===== config.mk =====
export PLATFORM = sky130hd
export DESIGN_NAME = start_pulse_shaper
export DESIGN_NICKNAME = d
export VERILOG_FILES = /design/src/rtl/start_pulse_shaper.sv
export SDC_FILE = /design/constraint.sdc
export NUM_CORES = 1
export LEC_CHECK = 0
export BUFFER_PORTS_ARGS = -buffer_cell sky130_fd_sc_hd__buf_2
export CORE_AREA = 2 2 39 41
export CTS_CLUSTER_DIAMETER = 50
export DETAILED_ROUTE_END_ITERATION = 10
export DIE_AREA = 0 0 41 43
export PLACE_DENSITY_LB_ADDON = 0.3
export SLEW_MARGIN = 5
export SYNTH_ARGS = -nofsm -noshare
export SYNTH_HDL_FRONTEND = slang
export SYNTH_SLANG_ARGS = --single-unit
export TNS_END_PERCENT = 10

===== constraint.sdc =====
create_clock -name clk -period 0.84 [get_ports clk]
set_input_delay 0.168 -clock clk [delete_from_list [all_inputs] [get_ports clk]]
set_output_delay 0.168 -clock clk [all_outputs]
set_load 0.03 [all_outputs]

===== src/rtl/start_pulse_shaper.sv =====
module start_pulse_shaper #(
  parameter int SYNC_STAGES  = 2,
  parameter int DELAY_STAGES = 4
) (
  input  logic clk,
  input  logic rst,
  input  logic start_req,
  input  logic conv_done,
  output logic start_o
);

  localparam int SW = SYNC_STAGES;
  localparam int DW = DELAY_STAGES;

  logic [SW-1:0] sync_q;
  logic          sync_prev;
  logic          req_q;
  logic          done_q;
  logic [DW-1:0] dly_q;
  logic          dly_tail;
  logic          set_evt;
  logic          clr_evt;

  assign set_evt = sync_q[SW-1] & ~sync_prev;
  assign clr_evt = done_q & ~conv_done;
  assign start_o = dly_q[DW-1] & ~dly_tail;

  always_ff @(posedge clk) begin
    if (rst) begin
      sync_q    <= '0;
      sync_prev <= 1'b0;
      req_q     <= 1'b0;
      done_q    <= 1'b0;
      dly_q     <= '0;
      dly_tail  <= 1'b0;
    end else begin
      sync_q    <= (sync_q << 1) | SW'(start_req);
      sync_prev <= sync_q[SW-1];
      done_q    <= conv_done;
      if (set_evt)      req_q <= 1'b1;
      else if (clr_evt) req_q <= 1'b0;
      dly_q     <= (dly_q << 1) | DW'(req_q & ~clr_evt);
      dly_tail  <= dly_q[DW-1];
    end
  end

endmodule


==> results.md <==
- STA classifies the critical path endpoint as a primary output.
- The largest incremental delay on the critical path is 0.32 ns.
- In this run the power density over the cells is roughly 2100 mW/mm^2.
- The first-pass GRT wire length is between 700 and 800 um.
- The number of nets produced by synthesis is 28.
- The type of element launching the critical path is a flip-flop.
- The mapped netlist covers 312 sq um.
- After detailed routing, the average wire length per cell comes to 8.83 um.
- The die extent in x is between 40 and 50 um.
- In this run the critical register-to-register path is captured at req_q$_SDFFE_PP0P_.
- Hold repair after CTS inserted 0 buffers.
- The startpoint identified for the worst register-to-register timing path is done_q$_SDFF_PP0_.
- The clock tree from TritonCTS is yes.
- For this run, the leading register cell type out of synthesis is dfxtp_1.
- Counting distinct cell types in the post-synthesis netlist gives 8.
- At the pin with the least slew margin, the transition time is 0.219 ns.
- The wire length after detailed routing is 415 um.
- VDD sags by at most around 0.79 mV.
- In this run the worst path has a maximum fanout of 2.
- Counting the buffers created by CTS gives 3.
- The count of endpoints failing setup in the final report is 1.
- Dividing the detail-routed via count by the number of cells gives 3.89.
- The number of antenna diodes in the final layout is 0.
- Setup repair after global routing could not meet its margin everywhere.
- The final estimated routing congestion in global placement is ~0.67.
- The flow ran to the end, but the final reports show violations.
- Sorting the synthesized cells by area gives the leading types as dfxtp_1 (64%), and2b_2 (20%), o2bb2ai_2 (4.8%), nor2b_1 (4.0%), nor2b_2 (2.8%).
- In this run, the number of DRC markers left after iteration 0 of detailed routing was 1.
- In this run the deepest clock path goes through 2 buffers.
- The worst hold path belongs to the class in2reg.
- Entering global routing, the biggest net connects 10 pins.
- The number of filler instances in the final layout is 145.
- Of all cell types, the one taking the most synthesized area is dfxtp_1.
- The effective utilization at floorplan is 0.225.
- Yosys mapped a number of flops with a built-in enable equal to 0.
- A synthesized cell averages 13.0 sq um.
- Data on the critical path is required at its endpoint by 0.67 ns.
- In this run the static leakage power is 0.171 nW.
- The share of synthesized area in the top cell type comes to 0.643.
- The I/O pin count is 5.
- The count of nets left with antenna violations once routing finished came out at 0.
- The critical path runs through a total of 2 cells.
- In the final layout, the multi-input gates occupy about 120 sq um.
- Setup slack on the critical path of the routed design comes to -0.160 ns.
- The number of standard-cell rows in the floorplan is 14.
- The clock root buffer master is clkbuf_4.
- For this run, the post-layout net count is 37.
- The global router's overall resource usage is 0.0717.
- The signal on the critical path passes through nor2b_4 -> buf_6.
- The achievable frequency is about 1000 MHz.
- The number of H-tree levels is 1.
- Across the whole layout, storage elements account for 201 sq um.
- The area growth from synthesis to layout is 24.9%.
- The clock-pin slew on the worst setup and hold paths is 0.06 ns.
- The reg-to-reg setup timing slack is 0.12 ns.
- The portion of the post-synthesis area used by sequential elements is 0.643.
- Headroom to the max-slew limit came out at 0.854.
- The detailed router placed 183 vias in this run.
- The first TritonRoute pass finished after 2 iterations.
- At the worst endpoint, the arrival time is 0.83 ns.
- The ratio of final minimum period to clock period is 1.19.
- The count of cells along the worst register-to-register path is 2.
- Counting both buffers and inverters, the worst setup path holds a total of 1.
- The number of buffer cells added on primary ports is 4.
- The sum of overflow across all layers after global routing is 0.
- The die is 43 um tall.
- The sum of internal, switching and leakage power is 0.000830 W.
- The fraction of the core area covered by cells at the end of the flow is 0.281.
- The number of antenna violations at the first check in global routing was 0.
- The tool flagged a number of max-cap violations equal to 0.
- The final HPWL from detailed placement is 309 um.
- The number of flip-flops and latches in the synthesized netlist is 10.
- The worst clock skew on the final layout is between 0.003 and 0.004 ns.
- The area of the die is 0.00176 sq mm.
- The final design area excluding fillers is between 300 and 400 sq um.
- The via count of the first global-routing pass is 188.
- In this run the standard cell core region covers 0.00138 sq mm.
- The count of warnings emitted by yosys is 0.
- The insertion delay to the later sink of the worst-skew pair is around 0.25 ns.
- The number of max-slew violations in the final report was 0.
- After layout, the minimum clock period comes to 1.00 ns.
- Clock tree synthesis found a total of 10 sinks.
- The final hold violation count is 0.
- In the final timing run, aggregate negative setup slack is -0.160 ns.
- The number of remaining DRC errors is 0.
- The buffers inserted during post-CTS setup optimization is 0.
- The cell type group with the largest total delay on the critical path is flip-flops.
- In this run the worst setup path begins at dly_q[3]$_SDFF_PP0_.
- Counting every instance in the synthesized netlist gives 24.
- The worst hold slack after final layout is 0.141 ns.
- The worst setup path is of the reg2out kind.
- The number of gates resized after CTS was 4.
- The final reports fail on setup timing.
- The capture point of the critical path is start_o.
- The layout cell share with drive strength beyond 1 is 0.581.
- On the critical path, the stage with the largest delay is an instance of dfxtp_2.
- The async set or reset register ratio after synthesis is 0.
- Among all cell types in the netlist, the one instantiated most often is dfxtp_1.
- Once placement finished, the instance area stood at 354 sq um.
- In the synthesized netlist, the cells that appear most often are dfxtp_1 (10), and2b_2 (7), nor2b_1 (2).
power breakdown:
group | internal (W) | leakage [nW] | switching, W
Clock | 0.000164 | 0.0138 | 0.000140
Combinational | 0.0000204 | 0.0748 | 0.0000142
Sequential | 0.000488 | 0.0821 | 0.00000285
kinds of logic after synthesis:
group,Yosys count,synth area share
simple gates,12,0.297
compound gates,1,0.0482
flops,10,0.643
buf+inv,1,0.0120
placed cells by master, fill, tap and decap left out:
| master | count |
|---|---|
| inv_1 | 1 |
| dfxtp_1 | 9 |
| nor2b_4 | 1 |
| buf_6 | 1 |
| nor2b_1 | 1 |
| nor2_1 | 1 |
| and2b_2 | 7 |
| dfxtp_2 | 1 |
| buf_2 | 3 |
| nand2b_1 | 1 |
| o2bb2ai_2 | 1 |
| clkbuf_4 | 3 |
| nor2b_2 | 1 |
worst reg2reg max path, stage by stage (launching register included):
cell	delay (ns)
dfxtp_1	0.30
nor2b_1	0.22
o2bb2ai_2	0.09
how the worst min path moves through the flow:
stage | startpoint | end | slack [ns] | cells after the start
after floorplan | rst | sync_prev$_SDFF_PP0_ | 0.25 | 1
after detailed placement | start_req | sync_q[0]$_SDFF_PP0_ | 0.41 | 2
final | start_req | sync_q[0]$_SDFF_PP0_ | 0.14 | 2
after global placement | start_req | sync_q[0]$_SDFF_PP0_ | 0.39 | 2
after global routing | start_req | sync_q[0]$_SDFF_PP0_ | 0.14 | 2
after CTS | start_req | sync_q[0]$_SDFF_PP0_ | 0.13 | 2
stage by stage:
step | setup WS [ns] | std cells
after floorplan | 0.0637 | 24
after global placement | 0.0815 | 44
after detailed placement | 0.0647 | 44
after CTS | -0.175 | 47
after global routing | -0.208 | 47
final | -0.160 | 47
per-layer routing:
layer,global-route usage,vias up,part of all wire
li1,-,90,-
met1,0.0590,88,0.40
met2,0.0875,5,0.50
met3,0.0681,0,0.092
met4,0.0800,0,0
met5,0,-,0
final cells by class:
type | count | area share
clock buffer | 3 | 0.0579
multi-input combinational | 13 | 0.296
tap | 16 | 0.0514
inverter | 1 | 0.00965
sequential | 10 | 0.518
timing repair buffer | 4 | 0.0675
state kept, by name, indices dropped and copies added (netlist names):
| signal | cells |
|---|---|
| dly_q | 4 |
| sync_q | 2 |
| dly_tail | 1 |
| done_q | 1 |
| req_q | 1 |
| sync_prev | 1 |
No activity file was read; power rests on OpenSTA's default activity.
